[config.mk]
export PLATFORM = sky130hd
export DESIGN_NAME = trig_latency_buf
export DESIGN_NICKNAME = d
export VERILOG_FILES = /design/src/rtl/tlb_pkg.sv /design/src/rtl/tlb_sample_ram.sv /design/src/rtl/tlb_trig_queue.sv /design/src/rtl/tlb_readout.sv /design/src/rtl/trig_latency_buf.sv
export SDC_FILE = /design/constraint.sdc
export NUM_CORES = 2
export LEC_CHECK = 0
export BUFFER_PORTS_ARGS = -buffer_cell sky130_fd_sc_hd__buf_4
export CAP_MARGIN = 5
export CORE_MARGIN = 2
export CORE_UTILIZATION = 43
export CTS_CLUSTER_DIAMETER = 100
export CTS_CLUSTER_SIZE = 16
export DETAILED_ROUTE_END_ITERATION = 8
export MAX_ROUTING_LAYER = met4
export PLACE_DENSITY = 0.68
export RECOVER_POWER = 50
export SETUP_SLACK_MARGIN = 0.4
export SLEW_MARGIN = 20
export SYNTH_ARGS = -nofsm -noshare
export SYNTH_HDL_FRONTEND = slang
export SYNTH_SLANG_ARGS = --single-unit
[constraint.sdc]
create_clock -name clk -period 4.2 [get_ports clk]
set_input_delay 0.21 -clock clk [delete_from_list [all_inputs] [get_ports clk]]
set_output_delay 0.21 -clock clk [all_outputs]
set_load 0.01 [all_outputs]
[src/rtl/tlb_pkg.sv]
`timescale 1ns/1ps
package tlb_pkg;
    localparam int SMP_W     = 8;
    localparam int ADDR_W    = 8;
    localparam int EVT_SMPS  = 32;
    localparam int TAG_W     = 8;
    localparam int DEPTH     = 1 << ADDR_W;
    localparam int WORD_W    = 2 * SMP_W;
    localparam int EVT_WORDS = EVT_SMPS / 2;
    localparam int IDX_W     = $clog2(EVT_SMPS);
    localparam int LAT_MIN   = EVT_SMPS;
    localparam int LAT_MAX   = DEPTH - EVT_SMPS;

    typedef logic [ADDR_W-1:0] addr_t;
    typedef logic [SMP_W-1:0]  smp_t;
    typedef logic [TAG_W-1:0]  tag_t;
    typedef logic [WORD_W-1:0] word_t;

    typedef struct packed {
        addr_t start;
        tag_t  tag;
    } evt_desc_t;

    typedef enum logic [1:0] {
        RO_IDLE,
        RO_LO,
        RO_HI,
        RO_HOLD
    } ro_state_e;

    // Keep the latency inside the window where a whole event is already
    // stored at trigger time and is not yet overwritten.
    function automatic addr_t clamp_lat(input addr_t lat);
        if (int'(lat) < LAT_MIN) return addr_t'(LAT_MIN);
        if (int'(lat) > LAT_MAX) return addr_t'(LAT_MAX);
        return lat;
    endfunction
endpackage

[src/rtl/tlb_sample_ram.sv]
`timescale 1ns/1ps
module tlb_sample_ram
    import tlb_pkg::*;
(
    input  logic  clk,
    input  addr_t wr_addr,
    input  smp_t  wr_data,
    input  addr_t rd_addr,
    output smp_t  rd_data
);
    smp_t mem [DEPTH];

    always_ff @(posedge clk) begin
        mem[wr_addr] <= wr_data;
        rd_data      <= mem[rd_addr];
    end
endmodule

[src/rtl/tlb_trig_queue.sv]
`timescale 1ns/1ps
module tlb_trig_queue
    import tlb_pkg::*;
#(
    parameter int QDEPTH = 8
) (
    input  logic      clk,
    input  logic      rst,
    input  logic      l1a,
    input  addr_t     wptr,
    input  addr_t     lat_cfg,
    input  logic      pop,
    output evt_desc_t head,
    output logic      empty,
    output logic      ovf
);
    localparam int QLG = $clog2(QDEPTH);
    localparam logic [QLG:0] FULL_CNT = (QLG+1)'(QDEPTH);

    evt_desc_t       slots [QDEPTH];
    logic [QLG-1:0]  wr_idx, rd_idx;
    logic [QLG:0]    count;
    tag_t            tag_cnt;
    logic            full, push, pop_ok;
    evt_desc_t       new_desc;

    assign full   = (count == FULL_CNT);
    assign empty  = (count == '0);
    assign push   = l1a && !full;
    assign pop_ok = pop && !empty;
    assign head   = slots[rd_idx];

    always_comb begin
        new_desc.start = wptr - clamp_lat(lat_cfg);
        new_desc.tag   = tag_cnt;
    end

    always_ff @(posedge clk) begin
        if (push) slots[wr_idx] <= new_desc;
    end

    always_ff @(posedge clk) begin
        if (rst) begin
            wr_idx  <= '0;
            rd_idx  <= '0;
            count   <= '0;
            tag_cnt <= '0;
            ovf     <= 1'b0;
        end else begin
            if (l1a)          tag_cnt <= tag_cnt + tag_t'(1);
            if (push)         wr_idx  <= wr_idx + 1'b1;
            if (pop_ok)       rd_idx  <= rd_idx + 1'b1;
            if (l1a && full)  ovf     <= 1'b1;
            count <= count + {{QLG{1'b0}}, push} - {{QLG{1'b0}}, pop_ok};
        end
    end

    p_drop_keeps_count_r3: assert property (@(posedge clk) disable iff (rst)
        (l1a && full && !pop_ok) |=> (count == $past(count)));
    p_ovf_set_r3: assert property (@(posedge clk) disable iff (rst)
        (l1a && full) |=> ovf);
    p_ovf_sticky_r3: assert property (@(posedge clk) disable iff (rst)
        ovf |=> ovf);
    p_count_bound_r3: assert property (@(posedge clk) disable iff (rst)
        count <= FULL_CNT);
    p_tag_step_r5: assert property (@(posedge clk) disable iff (rst)
        l1a |=> (tag_cnt == tag_t'($past(tag_cnt) + tag_t'(1))));
endmodule

[src/rtl/tlb_readout.sv]
`timescale 1ns/1ps
module tlb_readout
    import tlb_pkg::*;
(
    input  logic      clk,
    input  logic      rst,
    input  logic      empty,
    input  evt_desc_t head,
    output logic      pop,
    output addr_t     rd_addr,
    input  smp_t      rd_data,
    output word_t     out_data,
    output logic      out_valid,
    input  logic      out_ready,
    output logic      out_first,
    output logic      out_last,
    output tag_t      out_tag
);
    ro_state_e        state;
    addr_t            base;
    logic [IDX_W-1:0] idx;
    smp_t             lo_byte;
    tag_t             tag_q;

    assign pop = (state == RO_IDLE) && !empty;

    always_comb begin
        case (state)
            RO_IDLE: rd_addr = head.start;
            RO_LO:   rd_addr = base + addr_t'(idx) + addr_t'(1);
            default: rd_addr = base + addr_t'(idx);
        endcase
    end

    always_ff @(posedge clk) begin
        if (rst) begin
            state     <= RO_IDLE;
            base      <= '0;
            idx       <= '0;
            lo_byte   <= '0;
            tag_q     <= '0;
            out_data  <= '0;
            out_valid <= 1'b0;
            out_first <= 1'b0;
            out_last  <= 1'b0;
            out_tag   <= '0;
        end else begin
            case (state)
                RO_IDLE: begin
                    if (!empty) begin
                        base  <= head.start;
                        tag_q <= head.tag;
                        idx   <= '0;
                        state <= RO_LO;
                    end
                end
                RO_LO: begin
                    lo_byte <= rd_data;
                    state   <= RO_HI;
                end
                RO_HI: begin
                    out_data  <= {rd_data, lo_byte};
                    out_valid <= 1'b1;
                    out_first <= (idx == '0);
                    out_last  <= (idx == IDX_W'(EVT_SMPS - 2));
                    out_tag   <= tag_q;
                    idx       <= idx + IDX_W'(2);
                    state     <= RO_HOLD;
                end
                default: begin
                    if (out_ready) begin
                        out_valid <= 1'b0;
                        state     <= out_last ? RO_IDLE : RO_LO;
                    end
                end
            endcase
        end
    end

    p_stall_hold_r6: assert property (@(posedge clk) disable iff (rst)
        (out_valid && !out_ready) |=> (out_valid && $stable(out_data) &&
            $stable(out_first) && $stable(out_last) && $stable(out_tag)));
    p_flags_excl_r4: assert property (@(posedge clk) disable iff (rst)
        out_valid |-> !(out_first && out_last));
    p_idle_after_last_r4: assert property (@(posedge clk) disable iff (rst)
        (out_valid && out_ready && out_last) |=> (!out_valid && state == RO_IDLE));
endmodule

[src/rtl/trig_latency_buf.sv]
`timescale 1ns/1ps
module trig_latency_buf
    import tlb_pkg::*;
#(
    parameter int QDEPTH = 8
) (
    input  logic              clk,
    input  logic              rst,
    input  logic [SMP_W-1:0]  smp_data,
    input  logic              l1a,
    input  logic [ADDR_W-1:0] lat_cfg,
    output logic [WORD_W-1:0] out_data,
    output logic              out_valid,
    input  logic              out_ready,
    output logic              out_first,
    output logic              out_last,
    output logic [TAG_W-1:0]  out_tag,
    output logic              ovf
);
    addr_t     wptr;
    addr_t     rd_addr;
    smp_t      rd_data;
    evt_desc_t head;
    logic      empty, pop;

    always_ff @(posedge clk) begin
        if (rst) wptr <= '0;
        else     wptr <= wptr + addr_t'(1);
    end

    tlb_sample_ram u_ram (
        .clk     (clk),
        .wr_addr (wptr),
        .wr_data (smp_data),
        .rd_addr (rd_addr),
        .rd_data (rd_data)
    );

    tlb_trig_queue #(.QDEPTH(QDEPTH)) u_queue (
        .clk     (clk),
        .rst     (rst),
        .l1a     (l1a),
        .wptr    (wptr),
        .lat_cfg (lat_cfg),
        .pop     (pop),
        .head    (head),
        .empty   (empty),
        .ovf     (ovf)
    );

    tlb_readout u_ro (
        .clk       (clk),
        .rst       (rst),
        .empty     (empty),
        .head      (head),
        .pop       (pop),
        .rd_addr   (rd_addr),
        .rd_data   (rd_data),
        .out_data  (out_data),
        .out_valid (out_valid),
        .out_ready (out_ready),
        .out_first (out_first),
        .out_last  (out_last),
        .out_tag   (out_tag)
    );

    p_wptr_step_r9: assert property (@(posedge clk) disable iff (rst)
        (wptr != {ADDR_W{1'b1}}) |=> (wptr == addr_t'($past(wptr) + addr_t'(1))));
    p_wptr_wrap_r8: assert property (@(posedge clk) disable iff (rst)
        (wptr == {ADDR_W{1'b1}}) |=> (wptr == '0));
endmodule

# Yosys cells after proc, flatten, opt, wreduce, memory -nomap -nowiden
# Memories as Yosys holds them, arrays and structs flattened. A register that Yosys moved wholly into a read port is not among the register bits.
# Index checks and enable logic that the tools add are counted.
# op_classes
n_mux,20
magnitude_cmp,2
bitwise,2
n_eq_ne,5
shifts,0
reduce_logical,17
multipliers,0
addsub,10
div,0
# ops
op,n
two-way mux 8 bit,4
"adder 8 x 1 -> 8 bit, second input constant",3
one-hot mux 8 bit (2 select lines),1
one-hot mux 5 bit (2 select lines),1
adder 8 x 5 -> 8 bit,1
"> comparator 8 bit, second input constant",1
"< comparator 8 x 6 -> 1 bit, second input constant",1
AND reduction 2 bit,4
subtractor 8 bit,1
two-way mux 1 bit,7
"adder 3 x 1 -> 3 bit, second input constant",2
two-way mux 3 bit,2
one-hot mux 2 bit (3 select lines),1
"adder 5 x 2 -> 5 bit, second input constant",1
"equality test 5 bit, second input constant",1
logical NOT 5 bit,1
two-way mux 5 bit,1
adder 4 x 1 -> 4 bit,1
"equality test 4 bit, second input constant",1
logical AND 1 bit,4
logical NOT 4 bit,1
two-way mux 2 bit,2
nonzero test 2 bit,2
nonzero test 4 bit,1
other kinds (9),11
# totals
ff_bits,85
in_bits,20
romBits,0
n_memories,2
out_inout_bits,28
ramBits,2176
word_cells,74
latch_bits,0
# mem_list
name,depth,word_bits,read_ports,rd_clocked_by_memory_dff,wr,line,text
u_ram.mem,256,8,1,1,1,tlb_sample_ram.sv:11,smp_t mem [DEPTH];
u_queue.slots,8,16,1,1,1,tlb_trig_queue.sv:20,evt_desc_t slots [QDEPTH];

# Longest topological paths before layout
# logic_depth
ltp_word,6
mapped_depth,16
mapped_depth_nobuf,12

# By module
# Synthesis repeated with hierarchy kept, for this count alone.
# unflattened
cells_unflattened,4440
hier_area_um2,88914.0
# by_module_without_submodules
module,cells_per_inst,area_per_inst_um2,instances,seq_area_each_um2
tlb_sample_ram,3761,79727.7,1,61659.1
tlb_trig_queue,349,6273.5,1,4284.1
tlb_readout,297,2606.2,1,1141.1
trig_latency_buf,33,306.5,1,160.2

# Worst setup path before layout
# No wires, ideal clock.
# synth_path
kind,reg-to-reg
start,reg u_ro.idx[1]
end,reg u_ram.rd_data[3] (read register of u_ram.mem)
n_path_buf,3
required_time_ns,4.080
setup_time_ns,0.120
path_stages_with_launch,13
path_slack_ns,0.884
arrival_ns,3.197
path_cell_list,dfxtp_1 > ha_1 > ha_1 > a22oi_1 > o31ai_4 > nor3_1 > buf_2 > buf_1 > clkbuf_1 > nand3_1 > a221oi_1 > nor3_1 > o31a_1
# synth_via
elab_chain_cells,3
# synth_rtl
element,line,text
"start, declared",tlb_readout.sv:21,logic [IDX_W-1:0] idx;
"start signal, assigned",tlb_readout.sv:67,idx <= idx + IDX_W'(2);
adder 8 x 5 -> 8 bit (*),"tlb_readout.sv:30, tlb_readout.sv:31",
adder 8 x 1 -> 8 bit,tlb_readout.sv:30,RO_LO: rd_addr = base + addr_t'(idx) + addr_t'(1);
one-hot mux 8 bit (2 select lines) (*),tlb_readout.sv:28,case (state)
"end, declared",tlb_sample_ram.sv:9,output smp_t rd_data
# Mark *: on every way between the ends. The rest lies on a longest branch, timed or not.
# A chain may end at the register's enable or synchronous reset.

==> flow_summary.html <==
<table>
<tr><th>Metric</th><th>Value</th></tr>
<tr><th colspan="2">STA</th></tr>
<tr><td>Total count of hold-check failures in the final report</td><td>0</td></tr>
<tr><td>Ratio of final minimum period to clock period</td><td>97.1%</td></tr>
<tr><td>Highest clock rate</td><td>245 MHz</td></tr>
<tr><td>Final setup violating endpoints</td><td>0</td></tr>
<tr><td>Setup Skew</td><td>0.0295 ns</td></tr>
<tr><td>RSZ-0062 raised after global routing</td><td>yes</td></tr>
<tr><td>Worst-margin pin slew</td><td>4.58 ns</td></tr>
<tr><td>Final count of pins violating max slew</td><td>1134</td></tr>
<tr><td>Final min period</td><td>4.08 ns</td></tr>
<tr><td>Slew headroom</td><td>-205%</td></tr>
<tr><th colspan="2">Route</th></tr>
<tr><td>Per-cell routed wire length</td><td>28.2 um</td></tr>
<tr><td>Number of remaining DRC errors</td><td>0</td></tr>
<tr><td>Total Wirelength</td><td>284 mm</td></tr>
<tr><td>Detailed-routing iteration count for the pre-antenna-repair pass</td><td>9</td></tr>
<tr><td>Vias after detailed routing</td><td>61000</td></tr>
<tr><td>Post-DRT Antenna Nets</td><td>0</td></tr>
<tr><td>Post-DR vias/cell</td><td>6.04</td></tr>
<tr><td>Initial DRC Count</td><td>9398</td></tr>
<tr><th colspan="2">Setup path</th></tr>
<tr><td>Setup CP Type</td><td>flip-flop to flip-flop</td></tr>
<tr><td>Critical path's most frequent cell</td><td>sky130_fd_sc_hd__buf_12</td></tr>
<tr><td>Cell with the biggest individual delay on the critical path</td><td>sky130_fd_sc_hd__mux4_2</td></tr>
<tr><td>Worst Reg2Reg Path Length in Cells</td><td>16</td></tr>
<tr><td>Slowest stage delay, CP</td><td>0.59 ns</td></tr>
<tr><td>Req. time, crit path</td><td>4.93 ns</td></tr>
<tr><td>Arrival time worst endpoint</td><td>4.81 ns</td></tr>
<tr><td>Cells traversed along the worst timing path</td><td>mux2_4 &gt; mux4_2 &gt; a21oi_4 &gt; buf_12 &gt; buf_16 &gt; buf_12 &gt; buf_8 &gt; buf_12 &gt; mux2i_2 &gt; a221oi_2 &gt; o21ai_2 &gt; a21oi_2 &gt; a21oi_2 &gt; nand4_1 &gt; buf_4 &gt; and3_4</td></tr>
<tr><td>Endpoint class of the critical path</td><td>flip-flop</td></tr>
<tr><td>Critical path fanouts, max</td><td>11</td></tr>
<tr><td>Worst setup SP type</td><td>flip-flop</td></tr>
<tr><th colspan="2">Synth</th></tr>
<tr><td>Fraction of synthesized cell area taken by the top area cell type</td><td>71.4%</td></tr>
<tr><td>Synth area leaders</td><td>sky130_fd_sc_hd__edfxtp_1 71%, sky130_fd_sc_hd__nand2_1 7.0%, sky130_fd_sc_hd__nand3_1 4.1%, sky130_fd_sc_hd__mux2i_1 2.6%, sky130_fd_sc_hd__dfxtp_1 2.1%</td></tr>
<tr><td>Area share of fa/ha/maj cells after synthesis</td><td>0.468%</td></tr>
<tr><td>Most common flop cell mapped by yosys</td><td>sky130_fd_sc_hd__edfxtp_1</td></tr>
<tr><td>Sequential cell area fraction in the yosys report</td><td>73.5%</td></tr>
<tr><td>Number of cells produced by synthesis</td><td>6817</td></tr>
<tr><td>Xor/xnor share of the synthesized area</td><td>0.345%</td></tr>
<tr><td>Count of flip-flops with a built-in enable after synthesis</td><td>2176</td></tr>
<tr><td>Count of different cell masters after synthesis</td><td>79</td></tr>
<tr><td>Share of synthesized flip-flops with an asynchronous set or reset</td><td>0%</td></tr>
<tr><td>Largest family of logic cells by synthesized area</td><td>simple AND/OR/NAND/NOR gates</td></tr>
<tr><td>Syn nets</td><td>6870</td></tr>
<tr><td>Synth Area in Compound Gates</td><td>5.35%</td></tr>
<tr><td>Flops &amp; latches, synth</td><td>2271</td></tr>
<tr><td>Simple-gate share of the synthesized area</td><td>14.1%</td></tr>
<tr><td>Area of the mapped netlist</td><td>0.0915 mm^2</td></tr>
<tr><td>Synth Warn #</td><td>0</td></tr>
<tr><td>Average cell area after synthesis</td><td>13.4 um^2</td></tr>
<tr><td>Most area-hungry cell type in the Yosys netlist</td><td>sky130_fd_sc_hd__edfxtp_1</td></tr>
<tr><td>Most repeated cell in the gate-level netlist after synthesis</td><td>sky130_fd_sc_hd__edfxtp_1</td></tr>
<tr><td>Multiplexer area fraction after synthesis</td><td>3.82%</td></tr>
<tr><td>Top cells by count, synth</td><td>2176 x sky130_fd_sc_hd__edfxtp_1, 1713 x sky130_fd_sc_hd__nand2_1, 741 x sky130_fd_sc_hd__nand3_1, 389 x sky130_fd_sc_hd__nor2_1, 235 x sky130_fd_sc_hd__mux2i_1</td></tr>
<tr><th colspan="2">Clocking</th></tr>
<tr><td>Number of H-tree branching levels</td><td>4</td></tr>
<tr><td>Source-to-sink clock delay at the later pin of the worst-skew pair</td><td>0.84 ns</td></tr>
<tr><td>Clock tree from TritonCTS</td><td>done</td></tr>
<tr><td>Clock transition at the register clock pins on the worst setup and hold paths after CTS</td><td>0.07 ns</td></tr>
<tr><td>Buffer type at the clock tree root</td><td>sky130_fd_sc_hd__clkbuf_16</td></tr>
<tr><td>Clock buffers created by TritonCTS</td><td>160</td></tr>
<tr><td>Clock Tree Buf Depth</td><td>3</td></tr>
<tr><td>Clock sink count</td><td>2271</td></tr>
<tr><th colspan="2">Global routing</th></tr>
<tr><td>Largest net degree at the start of global routing</td><td>139</td></tr>
<tr><td>First-pass GRT wire length</td><td>408 mm</td></tr>
<tr><td>Global route overflow</td><td>0</td></tr>
<tr><td>Vias in the first global route</td><td>57600</td></tr>
<tr><td>Combined global-route utilization of all metal layers</td><td>26.4%</td></tr>
<tr><td>Initial antenna violation count</td><td>7</td></tr>
<tr><th colspan="2">Floorplanning</th></tr>
<tr><td>Height of the die</td><td>465 um</td></tr>
<tr><td>Width of the die</td><td>465 um</td></tr>
<tr><td>I/O Pins</td><td>48</td></tr>
<tr><td>Total core area</td><td>0.212 mm^2</td></tr>
<tr><td>Initial cell density of the core</td><td>43.2%</td></tr>
<tr><td># rows</td><td>169</td></tr>
<tr><td>Area of the die</td><td>0.217 mm^2</td></tr>
<tr><th colspan="2">Cells and area</th></tr>
<tr><td>Area of the multi-input gates</td><td>0.0231 mm^2</td></tr>
<tr><td>Core Util, Final</td><td>49.7%</td></tr>
<tr><td>Register area</td><td>0.0673 mm^2</td></tr>
<tr><td>Number of cells in the finished layout apart from fillers</td><td>10100</td></tr>
<tr><td>Fraction of final layout cells with drive strength greater than 1</td><td>14.5%</td></tr>
<tr><td>Fill cell count</td><td>17900</td></tr>
<tr><td>NumNets Final</td><td>7275</td></tr>
<tr><td>Final std cell area, no fill</td><td>0.105 mm^2</td></tr>
<tr><td>Layout Area Growth over Synthesis</td><td>15.0%</td></tr>
<tr><th colspan="2">Min path</th></tr>
<tr><td>Min-delay worst type</td><td>input pin to flip-flop</td></tr>
<tr><td>Launch instance of the worst min-delay path</td><td>lat_cfg[0]</td></tr>
<tr><td>WHS Path Cells</td><td>4</td></tr>
<tr><th colspan="2">Job</th></tr>
<tr><td>Max-cap violations</td><td>14</td></tr>
<tr><th colspan="2">Place</th></tr>
<tr><td>RD Place Congestion</td><td>0.993</td></tr>
<tr><td>Port Buffer Count</td><td>47</td></tr>
<tr><td>Area of placed instances</td><td>0.0985 mm^2</td></tr>
<tr><td>Total half-perimeter wirelength after legalization and detailed placement</td><td>175 mm</td></tr>
<tr><td>Cell count after placement</td><td>9780</td></tr>
<tr><th colspan="2">Outcome</th></tr>
<tr><td>Failing checks</td><td>capacitance limit, slew limit</td></tr>
<tr><td>Result of the run</td><td>complete, but fails checks</td></tr>
</table>
==> area by class of cell <==
cell class | instances | share of cell area [%]
flip-flops and latches | 2271 | 63.9
multi-input cells | 4081 | 22.0
repair buffers | 680 | 6.42
clock buffers | 201 | 4.07
well taps | 2821 | 3.35
clock inverters | 11 | 0.155
inverters | 28 | 0.103
diodes | 5 | 0.0119
==> sequential cells by signal (all words and copies together) (netlist names), named ones only <==
name / flops
u_ram.rd_data: 8
u_ro.out_last: 1
u_ro.out_data: 16
u_ram.mem: 2048
u_ro.tag_q: 8
u_queue.tag_cnt: 8
u_queue.ovf: 1
u_ro.state: 2
u_queue.rd_idx: 3
u_ro.base: 8
u_ro.lo_byte: 8
u_ro.out_first: 1
u_queue.count: 4
u_queue.wr_idx: 3
wptr: 8
u_queue.slots: 128
u_ro.out_valid: 1
u_ro.idx: 4
u_ro.out_tag: 8
==> critical path, delay by kind of cell, from the launching register on <==
| kind | cells | cell delay [ns] |
|---|---|---|
| AND/OR/NAND/NOR | 2 | 0.50 |
| AO/OA/AOI/OAI | 5 | 0.78 |
| multiplexers | 3 | 1.16 |
| flip-flops | 1 | 0.42 |
| buffers and inverters | 6 | 1.09 |
==> stage by stage <==
stage / setup WS, ns / setup TNS, ns / hold slack, ns
global route: 0.0508 / 0 / 0.129
CTS: 0.302 / 0 / 0.0703
detailed placement: -0.365 / -1.10 / 0.454
floorplan: 0.884 / 0 / 0.309
finish: 0.123 / 0 / 0.104
global placement: -0.418 / -1.22 / 0.456
==> placed cells by master (no fill, tap or decap), types with 21 or more instances in the layout <==
cell type and instances:
sky130_fd_sc_hd__clkbuf_16 168, sky130_fd_sc_hd__a21oi_1 114, sky130_fd_sc_hd__nor3_1 24, sky130_fd_sc_hd__edfxtp_1 2176
sky130_fd_sc_hd__a31oi_1 73, sky130_fd_sc_hd__nand2_1 1708, sky130_fd_sc_hd__a311oi_1 54, sky130_fd_sc_hd__buf_4 477
sky130_fd_sc_hd__ha_1 28, sky130_fd_sc_hd__buf_12 85, sky130_fd_sc_hd__a211oi_1 33, sky130_fd_sc_hd__o22ai_1 21
sky130_fd_sc_hd__inv_1 26, sky130_fd_sc_hd__o21ai_0 30, sky130_fd_sc_hd__nor2_1 387, sky130_fd_sc_hd__a221oi_1 23
sky130_fd_sc_hd__clkbuf_1 81, sky130_fd_sc_hd__mux2i_1 211, sky130_fd_sc_hd__nand3_1 729, sky130_fd_sc_hd__nand4_1 55
sky130_fd_sc_hd__dfxtp_1 89, sky130_fd_sc_hd__a32oi_1 40, sky130_fd_sc_hd__and3_1 79, sky130_fd_sc_hd__mux4_2 44
==> per-layer routing <==
metal / GRT usage [%] / share of wire (%) / up-vias
met1: 35.2 / 38 / 30300
met5: - / 0 / -
met4: 9.36 / 3.8 / 0
met3: 6.35 / 12 / 618
li1: - / - / 26000
met2: 39.6 / 46 / 4002
==> final timing paths <==
| check | endpoint | slack, ns |
|---|---|---|
| hold / removal | u_queue.slots[6][8] | 0.10 |
| setup / recovery | u_ram.rd_data[0] | 0.12 |
| hold reg to reg | u_ro.base[3] | 0.48 |
| setup reg to reg | u_ram.rd_data[0] | 0.12 |
==> kinds of logic after synthesis <==
kind of cell | count (synthesis)
buffers and inverters | 466
XOR/XNOR | 36
adder cells (fa/ha/maj) | 33
flip-flops | 2271
multiplexers | 291
AO/OA/AOI/OAI | 668
AND/OR/NAND/NOR | 3052
==> what timing repair did <==
item | in CTS | in global routing
endpoints found under the hold margin | 207 | 30
gates resized for setup | 179 | 73
setup endpoints to repair | 8 | 8
hold buffers | 9 | 1
buffers inserted | 44 | 28
pin swaps | 36 | 34
gates cloned | 16 | 2
Power is left out: the tool's default activity adds up to more than one toggle a clock period on the data nets, which glitch-free logic cannot reach.
